[config.mk]
export PLATFORM = sky130hd
export DESIGN_NAME = spi_host_top
export DESIGN_NICKNAME = d
export VERILOG_FILES = /design/src/rtl/spi_host_pkg.sv /design/src/rtl/spi_host_clkgen.sv /design/src/rtl/spi_host_shifter.sv /design/src/rtl/spi_host_regs.sv /design/src/rtl/spi_host_top.sv
export SDC_FILE = /design/constraint.sdc
export NUM_CORES = 1
export LEC_CHECK = 0
export BUFFER_PORTS_ARGS = -buffer_cell sky130_fd_sc_hd__buf_2
export CORE_AREA = 2 2 91 93
export DETAILED_ROUTE_END_ITERATION = 16
export DIE_AREA = 0 0 93 95
export PLACE_DENSITY = 0.78
export SYNTH_ARGS = -nofsm -noshare
export SYNTH_HDL_FRONTEND = slang
export SYNTH_HIERARCHICAL = 1
export SYNTH_SLANG_ARGS = --single-unit
export TNS_END_PERCENT = 50
[constraint.sdc]
create_clock -name clk -period 5.5 [get_ports clk]
set_input_delay 1.1 -clock clk [delete_from_list [all_inputs] [get_ports clk]]
set_output_delay 1.1 -clock clk [all_outputs]
set_load 0.02 [all_outputs]
[src/rtl/spi_host_pkg.sv]
package spi_host_pkg;
  localparam int ADDR_W = 8;
  localparam int DATA_W = 32;

  localparam logic [ADDR_W-1:0] OFS_CTRL = 8'h00;
  localparam logic [ADDR_W-1:0] OFS_STAT = 8'h04;
  localparam logic [ADDR_W-1:0] OFS_SYS  = 8'h08;
  localparam logic [ADDR_W-1:0] OFS_TX   = 8'h0C;
  localparam logic [ADDR_W-1:0] OFS_RX   = 8'h10;
  localparam logic [ADDR_W-1:0] OFS_AUX  = 8'h14;

  // bit order matches the control register layout
  typedef struct packed {
    logic       cpha;
    logic       cpol;
    logic       pre_hi;
    logic [4:0] div;
  } ctrl_t;
endpackage

[src/rtl/spi_host_clkgen.sv]
module spi_host_clkgen #(
  parameter int PRE_LO = 16,
  parameter int PRE_HI = 128,
  parameter int DIV_W  = 5
) (
  input  logic             clk,
  input  logic             rst_n,
  input  logic             run,
  input  logic             restart,
  input  logic             pre_hi,
  input  logic [DIV_W-1:0] div,
  output logic             tick
);
  localparam int CNT_W = $clog2(PRE_HI * (2 ** DIV_W)) + 1;

  logic [CNT_W-1:0] cnt_q;
  logic [CNT_W-1:0] pre_val;
  logic [CNT_W-1:0] limit;

  always_comb begin
    pre_val = pre_hi ? CNT_W'(PRE_HI) : CNT_W'(PRE_LO);
    limit   = pre_val * (CNT_W'(div) + CNT_W'(1));
  end

  assign tick = run && !restart && (cnt_q == limit - CNT_W'(1));

  always_ff @(posedge clk or negedge rst_n) begin
    if (!rst_n) begin
      cnt_q <= '0;
    end else if (restart || !run || tick) begin
      cnt_q <= '0;
    end else begin
      cnt_q <= cnt_q + CNT_W'(1);
    end
  end
endmodule

[src/rtl/spi_host_shifter.sv]
module spi_host_shifter #(
  parameter int WORD_W = 8
) (
  input  logic              clk,
  input  logic              rst_n,
  input  logic              start,
  input  logic [WORD_W-1:0] tx_byte,
  input  logic              cpol,
  input  logic              cpha,
  input  logic              tick,
  input  logic              miso,
  output logic              busy,
  output logic              done,
  output logic [WORD_W-1:0] rx_byte,
  output logic              sclk,
  output logic              mosi
);
  localparam int EDGES = 2 * WORD_W;
  localparam int EC_W  = $clog2(EDGES + 1);

  logic              busy_q;
  logic [EC_W-1:0]   edge_q;
  logic [WORD_W-1:0] sh_q;
  logic [WORD_W-1:0] rx_q;
  logic              sclk_q;
  logic              leading;
  logic              sample_now;
  logic              shift_now;
  logic              skip_shift;

  always_comb begin
    leading    = ~edge_q[0];
    sample_now = leading ^ cpha;
    skip_shift = cpha ? (edge_q == '0) : (edge_q == EC_W'(EDGES - 1));
    shift_now  = !sample_now && !skip_shift;
  end

  assign done    = busy_q && tick && (edge_q == EC_W'(EDGES));
  assign busy    = busy_q;
  assign rx_byte = rx_q;
  assign sclk    = sclk_q;
  assign mosi    = sh_q[WORD_W-1];

  always_ff @(posedge clk or negedge rst_n) begin
    if (!rst_n) begin
      busy_q <= 1'b0;
      edge_q <= '0;
      sh_q   <= '0;
      rx_q   <= '0;
      sclk_q <= 1'b0;
    end else if (start) begin
      busy_q <= 1'b1;
      edge_q <= '0;
      sh_q   <= tx_byte;
      sclk_q <= cpol;
    end else if (busy_q) begin
      if (done) begin
        busy_q <= 1'b0;
      end else if (tick) begin
        sclk_q <= ~sclk_q;
        edge_q <= edge_q + EC_W'(1);
        if (sample_now) rx_q <= {rx_q[WORD_W-2:0], miso};
        if (shift_now)  sh_q <= {sh_q[WORD_W-2:0], 1'b0};
      end
    end else begin
      sclk_q <= cpol;
    end
  end
endmodule

[src/rtl/spi_host_regs.sv]
module spi_host_regs
  import spi_host_pkg::*;
(
  input  logic              clk,
  input  logic              rst_n,
  input  logic              bus_valid,
  input  logic              bus_write,
  input  logic [ADDR_W-1:0] bus_addr,
  input  logic [DATA_W-1:0] bus_wdata,
  output logic              rd_valid,
  output logic [DATA_W-1:0] rd_data,
  input  logic              busy,
  input  logic              done,
  input  logic [7:0]        rx_byte,
  output ctrl_t             ctrl,
  output logic              start,
  output logic [7:0]        tx_byte,
  output logic              cs_n
);
  logic       wr_en;
  logic       rd_en;
  ctrl_t      ctrl_q;
  logic       master_en_q;
  logic       swcs_q;
  logic       cs_lvl_q;
  logic       rxfull_q;
  logic [7:0] rxbuf_q;
  logic       rx_clear;
  logic [DATA_W-1:0] rd_mux;
  logic       unused_wdata;

  assign unused_wdata = ^bus_wdata[DATA_W-1:8];

  assign wr_en   = bus_valid && bus_write;
  assign rd_en   = bus_valid && !bus_write;
  assign start   = wr_en && (bus_addr == OFS_TX) && master_en_q && !busy;
  assign tx_byte = bus_wdata[7:0];
  assign ctrl    = ctrl_q;
  assign cs_n    = swcs_q ? cs_lvl_q : 1'b1;

  assign rx_clear = (rd_en && (bus_addr == OFS_RX)) ||
                    (wr_en && (bus_addr == OFS_STAT) && !bus_wdata[2]);

  always_comb begin
    rd_mux = '0;
    case (bus_addr)
      OFS_CTRL: rd_mux[7:0] = ctrl_q;
      OFS_STAT: rd_mux[2:0] = {rxfull_q, 1'b0, busy};
      OFS_SYS:  rd_mux[6:0] = {cs_lvl_q, swcs_q, 4'b0000, master_en_q};
      OFS_RX:   rd_mux[7:0] = rxbuf_q;
      default:  rd_mux = '0;
    endcase
  end

  always_ff @(posedge clk or negedge rst_n) begin
    if (!rst_n) begin
      ctrl_q      <= '0;
      master_en_q <= 1'b0;
      swcs_q      <= 1'b0;
      cs_lvl_q    <= 1'b1;
      rxfull_q    <= 1'b0;
      rxbuf_q     <= '0;
      rd_valid    <= 1'b0;
      rd_data     <= '0;
    end else begin
      rd_valid <= rd_en;
      if (rd_en) rd_data <= rd_mux;
      if (wr_en && (bus_addr == OFS_CTRL)) ctrl_q <= ctrl_t'(bus_wdata[7:0]);
      if (wr_en && (bus_addr == OFS_SYS)) begin
        master_en_q <= bus_wdata[0];
        swcs_q      <= bus_wdata[5];
        cs_lvl_q    <= bus_wdata[6];
      end
      if (done) begin
        rxfull_q <= 1'b1;
        rxbuf_q  <= rx_byte;
      end else if (rx_clear) begin
        rxfull_q <= 1'b0;
      end
    end
  end
endmodule

[src/rtl/spi_host_top.sv]
module spi_host_top
  import spi_host_pkg::*;
#(
  parameter int PRE_LO = 16,
  parameter int PRE_HI = 128
) (
  input  logic              clk,
  input  logic              rst_n,
  input  logic              bus_valid,
  output logic              bus_ready,
  input  logic              bus_write,
  input  logic [ADDR_W-1:0] bus_addr,
  input  logic [DATA_W-1:0] bus_wdata,
  output logic              rd_valid,
  output logic [DATA_W-1:0] rd_data,
  output logic              spi_sclk,
  output logic              spi_mosi,
  input  logic              spi_miso,
  output logic              spi_cs_n
);
  ctrl_t      ctrl_w;
  logic       start_w;
  logic [7:0] tx_w;
  logic [7:0] rx_w;
  logic       busy_w;
  logic       done_w;
  logic       tick_w;

  assign bus_ready = 1'b1;

  spi_host_regs u_regs (
    .clk(clk), .rst_n(rst_n),
    .bus_valid(bus_valid), .bus_write(bus_write),
    .bus_addr(bus_addr), .bus_wdata(bus_wdata),
    .rd_valid(rd_valid), .rd_data(rd_data),
    .busy(busy_w), .done(done_w), .rx_byte(rx_w),
    .ctrl(ctrl_w), .start(start_w), .tx_byte(tx_w), .cs_n(spi_cs_n)
  );

  spi_host_clkgen #(.PRE_LO(PRE_LO), .PRE_HI(PRE_HI), .DIV_W(5)) u_clk (
    .clk(clk), .rst_n(rst_n),
    .run(busy_w), .restart(start_w),
    .pre_hi(ctrl_w.pre_hi), .div(ctrl_w.div), .tick(tick_w)
  );

  spi_host_shifter #(.WORD_W(8)) u_sh (
    .clk(clk), .rst_n(rst_n),
    .start(start_w), .tx_byte(tx_w),
    .cpol(ctrl_w.cpol), .cpha(ctrl_w.cpha),
    .tick(tick_w), .miso(spi_miso),
    .busy(busy_w), .done(done_w), .rx_byte(rx_w),
    .sclk(spi_sclk), .mosi(spi_mosi)
  );
endmodule

==> flow_summary.html, run 1 <==
<table>
<tr><th>Metric</th><th>Value</th></tr>
<tr><th colspan="2">Setup path</th></tr>
<tr><td>CP required</td><td>5.72 ns</td></tr>
<tr><td>Worst path slowest cell</td><td>or4_2</td></tr>
<tr><td>Data arrival at the endpoint of the critical path</td><td>5.17 ns</td></tr>
<tr><td>Worst-path cell chain</td><td>nand2_1 &gt; or4_2 &gt; ha_1 &gt; xnor2_1 &gt; ha_1 &gt; ha_1 &gt; ha_1 &gt; a21o_1 &gt; a21oi_1 &gt; o21ai_2 &gt; xnor2_1 &gt; nor4_4 &gt; and3_2 &gt; and3_1 &gt; or4b_1 &gt; o41a_1 &gt; o31a_1</td></tr>
<tr><td>Most frequent cell on the critical path</td><td>ha_1</td></tr>
<tr><td>CP endpoint kind</td><td>flip-flop</td></tr>
<tr><td>Worst Setup Start Kind</td><td>flip-flop</td></tr>
<tr><td>Slowest cell delay on critical path</td><td>0.64 ns</td></tr>
<tr><td>CP max FO</td><td>8</td></tr>
<tr><td>Kind of critical path</td><td>reg -&gt; reg</td></tr>
<tr><th colspan="2">Clocking</th></tr>
<tr><td>Number of clock buffers inserted by TritonCTS</td><td>9</td></tr>
<tr><td>Clock Pin Slew Worst Setup and Hold Paths</td><td>0.06 ns</td></tr>
<tr><td>Htree depth</td><td>3</td></tr>
<tr><td>Clock network latency to the later pin of the worst-skew pair</td><td>0.34 ns</td></tr>
<tr><td># clock sinks</td><td>65</td></tr>
<tr><td>TritonCTS clock tree</td><td>done</td></tr>
<tr><td>Count of hold buffers inserted by post-cts repair</td><td>0</td></tr>
<tr><td>Number of buffers added for setup after CTS</td><td>0</td></tr>
<tr><td>CTS-repair resized insts</td><td>0</td></tr>
<tr><td>Maximum count of clock buffers along a single path</td><td>2</td></tr>
<tr><td>Root buffer cell</td><td>clkbuf_8</td></tr>
<tr><th colspan="2">Pwr</th></tr>
<tr><td>Static leakage power</td><td>2.21 nW</td></tr>
<tr><td>Net Sw Power</td><td>0.000275 W</td></tr>
<tr><td>Peak supply drop</td><td>0.000160 V</td></tr>
<tr><td>Power Dens Cells</td><td>232 nW/um^2</td></tr>
<tr><td>Comb pwr share</td><td>0.152</td></tr>
<tr><td>Post-layout power</td><td>0.00105 W</td></tr>
<tr><td>Share of total power in the clock network</td><td>0.387</td></tr>
<tr><td>Seq pwr share</td><td>0.461</td></tr>
<tr><td>Switching share of total power</td><td>0.262</td></tr>
<tr><td>Power Internal</td><td>0.000776 W</td></tr>
<tr><th colspan="2">Routing</th></tr>
<tr><td>Detailed Route WL</td><td>7940 um</td></tr>
<tr><td>Via density per instance</td><td>5.46</td></tr>
<tr><td>Final routed DRC violation total</td><td>0</td></tr>
<tr><td>Detailed-route via count</td><td>2911</td></tr>
<tr><td>Total iterations of the first detailed-routing run</td><td>4</td></tr>
<tr><td>Post-DR wirelength/cell</td><td>14.9 um</td></tr>
<tr><td>Residual antenna-violating net count after detailed routing</td><td>0</td></tr>
<tr><td>Initial drt markers</td><td>176</td></tr>
<tr><th colspan="2">STA</th></tr>
<tr><td>Final hold violation count</td><td>0</td></tr>
<tr><td>Pins over their slew limit</td><td>0</td></tr>
<tr><td>Min Hold Slack</td><td>0.467 ns</td></tr>
<tr><td>Max_slew headroom</td><td>0.461</td></tr>
<tr><td>Setup repair after global routing missed its margin</td><td>no</td></tr>
<tr><td>Highest Clock Rate</td><td>202 MHz</td></tr>
<tr><td>Final clock skew</td><td>0.0127 ns</td></tr>
<tr><td>Post-layout minimum cycle time</td><td>4.95 ns</td></tr>
<tr><td>Measured slew at the worst slew-check pin</td><td>0.809 ns</td></tr>
<tr><td>Setup tns final</td><td>0 ns</td></tr>
<tr><td>Setup violators final</td><td>0</td></tr>
<tr><td>Ratio of final minimum period to clock period</td><td>0.901</td></tr>
<tr><th colspan="2">Synth</th></tr>
<tr><td>Top cells by instance count after synthesis</td><td>64 x dfrtp_1, 42 x mux2_2, 37 x nand2_1</td></tr>
<tr><td>Mux share of post-synthesis cell area</td><td>0.133</td></tr>
<tr><td>Share of the synthesized area in the top cell type</td><td>0.381</td></tr>
<tr><td>Mapped cell area</td><td>4210 um^2</td></tr>
<tr><td>Dominant cells by area after synthesis</td><td>dfrtp_1 38%, mux2_2 11%, ha_1 6.8%</td></tr>
<tr><td>Sequential fraction of the synthesis area</td><td>0.387</td></tr>
<tr><td>Area share of and/or/nand/nor cells after synthesis</td><td>0.152</td></tr>
<tr><td>Number of warnings issued by yosys</td><td>6</td></tr>
<tr><td>Dominant synthesized flop cell</td><td>dfrtp_1</td></tr>
<tr><td>Number of enable flip-flop cells after synthesis</td><td>0</td></tr>
<tr><td>Complex-gate fraction of the synthesized area</td><td>0.0955</td></tr>
<tr><td>Most area-hungry cell type in the Yosys netlist</td><td>dfrtp_1</td></tr>
<tr><td>Most numerous cell in the Yosys netlist</td><td>dfrtp_1</td></tr>
<tr><td>Post-synthesis xor/xnor area fraction</td><td>0.0747</td></tr>
<tr><td>Number of register bits inferred by synthesis</td><td>65</td></tr>
<tr><td>Syn Area/Cell</td><td>10.7 um^2</td></tr>
<tr><td>Main combinational cell family by area after synthesis</td><td>simple AND/OR/NAND/NOR gates</td></tr>
<tr><td>Number of distinct library cell variants in the gate-level netlist after synthesis</td><td>61</td></tr>
<tr><td>Cell count after synthesis</td><td>394</td></tr>
<tr><td>Proportion of register bits with asynchronous set or reset after synthesis</td><td>1.00</td></tr>
<tr><td>Adder and majority gate portion of the synthesized area</td><td>0.0684</td></tr>
<tr><th colspan="2">Floorplan</th></tr>
<tr><td>Starting density of the core</td><td>0.531</td></tr>
<tr><td>Number of top-level pins</td><td>82</td></tr>
<tr><td>Core region area</td><td>7930 um^2</td></tr>
<tr><td>Placement row count</td><td>33</td></tr>
<tr><td>Height of the die</td><td>95 um</td></tr>
<tr><td>Width of the chip</td><td>93 um</td></tr>
<tr><td>Die ar.</td><td>8840 um^2</td></tr>
<tr><th colspan="2">Final layout</th></tr>
<tr><td>Fraction of final layout cells sized beyond drive strength 1</td><td>0.297</td></tr>
<tr><td>Final net count</td><td>491</td></tr>
<tr><td>Area Growth Syn to Fin</td><td>7.56%</td></tr>
<tr><td>Number of antenna cells inserted</td><td>0</td></tr>
<tr><td>Count of fill cells added during filler insertion</td><td>690</td></tr>
<tr><th colspan="2">Global routing</th></tr>
<tr><td>First-pass GRT wire length</td><td>13300 um</td></tr>
<tr><td>Largest net degree at the start of global routing</td><td>66</td></tr>
<tr><td>Number of global-route vias before repair</td><td>2848</td></tr>
<tr><td>Global route total overflow</td><td>0</td></tr>
<tr><td>Global routing usage summed across all routing layers</td><td>0.195</td></tr>
<tr><td>Number of antenna violations at the first check in global routing</td><td>0</td></tr>
<tr><th colspan="2">Place</th></tr>
<tr><td>Placer Congestion</td><td>0.920</td></tr>
<tr><td>Placed wire-length estimate after detailed placement</td><td>5860 um</td></tr>
<tr><td>Number of buffer cells added on primary ports</td><td>32</td></tr>
<tr><th colspan="2">Run status</th></tr>
<tr><td>Run status</td><td>completed</td></tr>
<tr><th colspan="2">Job</th></tr>
<tr><td>Max-cap violation count</td><td>0</td></tr>
<tr><th colspan="2">Min path</th></tr>
<tr><td>Class of the worst hold path</td><td>reg -&gt; reg</td></tr>
</table>
-- through the flow --
stage | instances | setup slack, ns | instance area [um^2] | util
after floorplan | 417 | 0.637 | 4290 | -
after global placement | 517 | 0.617 | 4320 | 0.545
after detailed placement | 517 | 0.564 | 4320 | 0.545
after CTS | 533 | 0.534 | 4520 | 0.571
after global routing | 533 | 0.295 | 4520 | 0.571
final | 533 | 0.546 | 4520 | 0.571
-- sequential cells by signal, summed over array words and instances, names as in the netlist --
register and flops:
u_sh/sclk 1, u_regs/rd_valid 1, u_regs/rd_data 8, u_regs/ctrl 8
u_regs/swcs_q 1, u_regs/rxbuf_q 8, u_regs/rxfull_q 1, u_sh/sh_q 8
u_sh/edge_q 5, u_regs/cs_lvl_q 1, u_regs/master_en_q 1, u_sh/busy 1
u_sh/rx_byte 8, u_clk/cnt_q 13
-- cell usage in the layout, fill, tap and decap left out, types with 6 or more instances in the layout --
cell      synthesis  routed
xnor2_1          20      20
nand3_1          10      10
and3_1            7       7
o21ai_0           6       6
nand2b_1          8       8
mux2_2           42      42
clkbuf_8          0      11
xor2_1           14      14
buf_2             3      32
dfrtp_1          64      64
buf_4            34       7
a211oi_2          6       6
a21oi_1          12      12
nand2_1          37      37
conb_1            2      25
inv_1            14      14
mux2i_1           7       7
ha_1             23      23
nor2_1           16      16
-- logic make-up after synthesis --
family / Yosys count
buffers and inverters: 58
xor gates and xnor gates: 35
muxes: 50
adders and majority gates: 23
AOI/OAI and AO/OA: 52
and+or+nand+nor: 109
other: 2
DFF: 65
-- layout make-up --
class / instances / area (um^2) / area share
clock buffer: 14 / 163 / 0.0360
clock inverter: 2 / 37.5 / 0.00830
inverter: 14 / 52.6 / 0.0116
multi-input combinational: 294 / 2300 / 0.508
sequential: 65 / 1630 / 0.360
tap: 105 / 131 / 0.0290
timing repair buffer: 39 / 213 / 0.0470
-- layer usage --
| metal | up-vias | routed length [um] | track usage |
|---|---|---|---|
| met1 | 1442 | 3460 | 0.239 |
| met3 | 16 | 312 | 0.0439 |
| li1 | 1389 | - | - |
| met5 | - | 0 | 0 |
| met4 | 0 | 174 | 0.0797 |
| met2 | 64 | 3990 | 0.332 |
-- worst paths after layout --
kind,to,slack (ns),start,cells past startpoint
max in group asynchronous,u_clk/cnt_q[4]$_DFF_PN0_,4.02,rst_n,2
hold reg to reg,u_clk/cnt_q[0]$_DFF_PN0_,0.47,u_clk/cnt_q[0]$_DFF_PN0_,1
hold / removal,u_clk/cnt_q[0]$_DFF_PN0_,0.47,u_clk/cnt_q[0]$_DFF_PN0_,1
setup / recovery,u_regs/rxfull_q$_DFFE_PN0P_,0.55,u_regs/ctrl[0]$_DFFE_PN0P_,17
min in group asynchronous,u_regs/rd_data[6]$_DFFE_PN0P_,0.94,rst_n,2
setup reg to reg,u_regs/rxfull_q$_DFFE_PN0P_,0.55,u_regs/ctrl[0]$_DFFE_PN0P_,17
-- power by group through the flow --
| stage | Sequential, W | Clock, W | Combinational [W] |
|---|---|---|---|
| floorplan | 0.000493 | 0 | 0.000140 |
| global placement | 0.000494 | 0 | 0.000155 |
| detailed placement | 0.000494 | 0 | 0.000159 |
| CTS | 0.000485 | 0.000418 | 0.000160 |
| global route | 0.000485 | 0.000436 | 0.000174 |
| finish | 0.000485 | 0.000407 | 0.000159 |
-- critical path: cells and delay by family (launching register included) --
kind | cells | cell delay [ns]
and+or+nand+nor | 6 | 1.73
adders and majority gates | 4 | 1.28
AOI/OAI and AO/OA | 5 | 0.92
DFF | 1 | 0.52
xor gates and xnor gates | 2 | 0.39
(Power assumes the default switching activity.)
==> run 2, diff against run 1 <==
==> constraint.sdc (replaced) <==
create_clock -name clk -period 5.4 [get_ports clk]
set_input_delay 1.08 -clock clk [delete_from_list [all_inputs] [get_ports clk]]
set_output_delay 1.08 -clock clk [all_outputs]
set_load 0.02 [all_outputs]
==> run 2 against run 1 <==
Compared with the run above:
- total power increased by 5.9%
- clock skew decreased by 0.0037 ns
- global-route usage increased by 0.53 points
- critical path depth unchanged
- clock power increased by 12%
- combinational power about the same
- largest power group unchanged
- highest routed layer unchanged
- routed wire length decreased by 0.43%
- die area unchanged
- core utilization increased by 0.25 points
==> flow_summary.html, run 2 (synthesis results as in run 1) <==
<table>
<tr><th>Metric</th><th>Value</th></tr>
<tr><th colspan="2">Clocking</th></tr>
<tr><td>Count of hold buffers inserted by post-cts repair</td><td>0</td></tr>
<tr><td>TritonCTS clock tree</td><td>done</td></tr>
<tr><td>Htree depth</td><td>3</td></tr>
<tr><td>Clock Pin Slew Worst Setup and Hold Paths</td><td>0.07 ns</td></tr>
<tr><td>Number of clock buffers inserted by TritonCTS</td><td>9</td></tr>
<tr><td>Clock network latency to the later pin of the worst-skew pair</td><td>0.35 ns</td></tr>
<tr><td>Number of buffers added for setup after CTS</td><td>0</td></tr>
<tr><td># clock sinks</td><td>65</td></tr>
<tr><td>CTS-repair resized insts</td><td>0</td></tr>
<tr><td>Maximum count of clock buffers along a single path</td><td>2</td></tr>
<tr><td>Root buffer cell</td><td>clkbuf_8</td></tr>
<tr><th colspan="2">Setup path</th></tr>
<tr><td>CP max FO</td><td>8</td></tr>
<tr><td>Crit-path leading delay family</td><td>simple AND/OR/NAND/NOR gates</td></tr>
<tr><td>Worst-path cell chain</td><td>nand2_1 &gt; or4_2 &gt; ha_1 &gt; xnor2_1 &gt; ha_1 &gt; ha_1 &gt; ha_1 &gt; a21o_1 &gt; a21oi_1 &gt; o21ai_2 &gt; xnor2_1 &gt; nor4_4 &gt; and3_2 &gt; and3_1 &gt; or4b_1 &gt; o41a_1 &gt; o31a_1</td></tr>
<tr><td>Kind of critical path</td><td>reg -&gt; reg</td></tr>
<tr><td>CP endpoint kind</td><td>flip-flop</td></tr>
<tr><td>Most frequent cell on the critical path</td><td>ha_1</td></tr>
<tr><td>Buf/Inv on CP</td><td>0</td></tr>
<tr><td>Worst Setup Start Kind</td><td>flip-flop</td></tr>
<tr><td>Slowest cell delay on critical path</td><td>0.65 ns</td></tr>
<tr><td>CP required</td><td>5.63 ns</td></tr>
<tr><td>Data arrival at the endpoint of the critical path</td><td>5.21 ns</td></tr>
<tr><td>Worst path slowest cell</td><td>or4_2</td></tr>
<tr><th colspan="2">Job</th></tr>
<tr><td>Max-cap violation count</td><td>0</td></tr>
<tr><th colspan="2">Routing</th></tr>
<tr><td>Via density per instance</td><td>5.31</td></tr>
<tr><td>Post-DR wirelength/cell</td><td>14.8 um</td></tr>
<tr><td>Detailed-route via count</td><td>2830</td></tr>
<tr><td>Final routed DRC violation total</td><td>0</td></tr>
<tr><td>Residual antenna-violating net count after detailed routing</td><td>0</td></tr>
<tr><td>Detailed Route WL</td><td>7910 um</td></tr>
<tr><td>Total iterations of the first detailed-routing run</td><td>4</td></tr>
<tr><td>Initial drt markers</td><td>128</td></tr>
<tr><th colspan="2">Pwr</th></tr>
<tr><td>Power Dens Cells</td><td>245 nW/um^2</td></tr>
<tr><td>Static leakage power</td><td>2.22 nW</td></tr>
<tr><td>Peak supply drop</td><td>0.000180 V</td></tr>
<tr><td>Post-layout power</td><td>0.00111 W</td></tr>
<tr><th colspan="2">Final layout</th></tr>
<tr><td>Final net count</td><td>491</td></tr>
<tr><td>Max reg flops</td><td>13</td></tr>
<tr><td>Top reg by flops</td><td>u_clk/cnt_q</td></tr>
<tr><td>Count of fill cells added during filler insertion</td><td>673</td></tr>
<tr><td>Fraction of final layout cells sized beyond drive strength 1</td><td>0.301</td></tr>
<tr><td>Commonest cells after routing, fill and taps aside</td><td>64 x dfrtp_1, 42 x mux2_2, 37 x nand2_1</td></tr>
<tr><td>Leading cell type in the layout, fill and taps excluded</td><td>dfrtp_1</td></tr>
<tr><td>Area Growth Syn to Fin</td><td>8.03%</td></tr>
<tr><td>Number of antenna cells inserted</td><td>0</td></tr>
<tr><th colspan="2">STA</th></tr>
<tr><td>Post-layout minimum cycle time</td><td>4.98 ns</td></tr>
<tr><td>Setup tns final</td><td>0 ns</td></tr>
<tr><td>Final hold violation count</td><td>0</td></tr>
<tr><td>Setup repair after global routing missed its margin</td><td>no</td></tr>
<tr><td>Max_slew headroom</td><td>0.462</td></tr>
<tr><td>Measured slew at the worst slew-check pin</td><td>0.807 ns</td></tr>
<tr><td>Highest Clock Rate</td><td>201 MHz</td></tr>
<tr><td>Final clock skew</td><td>0.00904 ns</td></tr>
<tr><td>Setup violators final</td><td>0</td></tr>
<tr><td>Pins over their slew limit</td><td>0</td></tr>
<tr><td>Ratio of final minimum period to clock period</td><td>0.923</td></tr>
<tr><th colspan="2">Floorplan</th></tr>
<tr><td>Width of the chip</td><td>93 um</td></tr>
<tr><td>Height of the die</td><td>95 um</td></tr>
<tr><td>Starting density of the core</td><td>0.531</td></tr>
<tr><td>Core region area</td><td>7930 um^2</td></tr>
<tr><td>Placement row count</td><td>33</td></tr>
<tr><td>Number of top-level pins</td><td>82</td></tr>
<tr><td>Die ar.</td><td>8840 um^2</td></tr>
<tr><th colspan="2">Global routing</th></tr>
<tr><td>Number of global-route vias before repair</td><td>2794</td></tr>
<tr><td>Global routing usage summed across all routing layers</td><td>0.200</td></tr>
<tr><td>Global route total overflow</td><td>0</td></tr>
<tr><td>Largest net degree at the start of global routing</td><td>66</td></tr>
<tr><td>Number of antenna violations at the first check in global routing</td><td>0</td></tr>
<tr><td>First-pass GRT wire length</td><td>13700 um</td></tr>
<tr><th colspan="2">Run status</th></tr>
<tr><td>Run status</td><td>completed</td></tr>
<tr><th colspan="2">Place</th></tr>
<tr><td>Placer Congestion</td><td>0.914</td></tr>
<tr><td>Placed wire-length estimate after detailed placement</td><td>5760 um</td></tr>
<tr><td>Number of buffer cells added on primary ports</td><td>32</td></tr>
<tr><th colspan="2">Min path</th></tr>
<tr><td>Class of the worst hold path</td><td>reg -&gt; reg</td></tr>
</table>
[run 2: cell count changes in the layout (fill, tap and decap cells not counted)]
cell	change
bufinv_16	+1
clkinv_2	+2
clkinv_4	+1
clkinvlp_4	-1
clkbuf_8	-1
clkbuf_1	-2
[run 2: report_power, final]
group          switching, W  internal, W  leakage (nW)
combinational      0.000101    0.0000611          1.21
clock              0.000185     0.000272         0.113
sequential       0.00000390     0.000490         0.903
total              0.000290     0.000823          2.22
[run 2: final cells by class]
class                           count  area [um^2]  share of cell area
Clock buffer                       11          141              0.0311
Multi-Input combinational cell    294         2300               0.506
Sequential cell                    65         1630               0.358
Timing Repair Buffer               39          213              0.0468
Clock inverter                      5         78.8              0.0173
Inverter                           14         52.6              0.0116
Tap cell                          105          131              0.0289
[run 2: through the flow]
| stage | hold slack, ns | area (um^2) | std cells | utilization | setup WS (ns) |
|---|---|---|---|---|---|
| finish | 0.461 | 4540 | 533 | 0.573 | 0.417 |
| global route | 0.502 | 4540 | 533 | 0.573 | 0.107 |
| CTS | 0.467 | 4540 | 533 | 0.573 | 0.427 |
| detailed placement | 0.457 | 4320 | 517 | 0.545 | 0.470 |
| global placement | 0.449 | 4320 | 517 | 0.545 | 0.514 |
| floorplan | 0.434 | 4290 | 417 | - | 0.537 |
[run 2: path summary, 6_finish.rpt]
| path | from | end | slack [ns] | cells past startpoint |
|---|---|---|---|---|
| worst max-delay path | u_regs/ctrl[0]$_DFFE_PN0P_ | u_regs/rxfull_q$_DFFE_PN0P_ | 0.42 | 17 |
| worst min-delay path | u_clk/cnt_q[0]$_DFF_PN0_ | u_clk/cnt_q[0]$_DFF_PN0_ | 0.46 | 1 |
| worst max register to register | u_regs/ctrl[0]$_DFFE_PN0P_ | u_regs/rxfull_q$_DFFE_PN0P_ | 0.42 | 17 |
| worst min register to register | u_clk/cnt_q[0]$_DFF_PN0_ | u_clk/cnt_q[0]$_DFF_PN0_ | 0.46 | 1 |
| max in group asynchronous | rst_n | u_clk/cnt_q[5]$_DFF_PN0_ | 3.96 | 2 |
| min in group asynchronous | rst_n | u_regs/rd_valid$_DFF_PN0_ | 0.89 | 2 |
[run 2: worst reg2reg max path: cells and delay by family, from the launching register on]
family                   cells  cell delay, ns
AO/OA/AOI/OAI                5            0.89
AND/OR/NAND/NOR              6            1.75
adder cells (fa/ha/maj)      4            1.29
XOR/XNOR                     2            0.43
flip-flops                   1            0.52
[run 2: per-layer routing]
| layer | track usage | up-vias | share of wire |
|---|---|---|---|
| met2 | 0.332 | 61 | 0.51 |
| met5 | 0 | - | 0 |
| li1 | - | 1393 | - |
| met4 | 0.0797 | 0 | 0.012 |
| met1 | 0.257 | 1367 | 0.44 |
| met3 | 0.0407 | 9 | 0.038 |
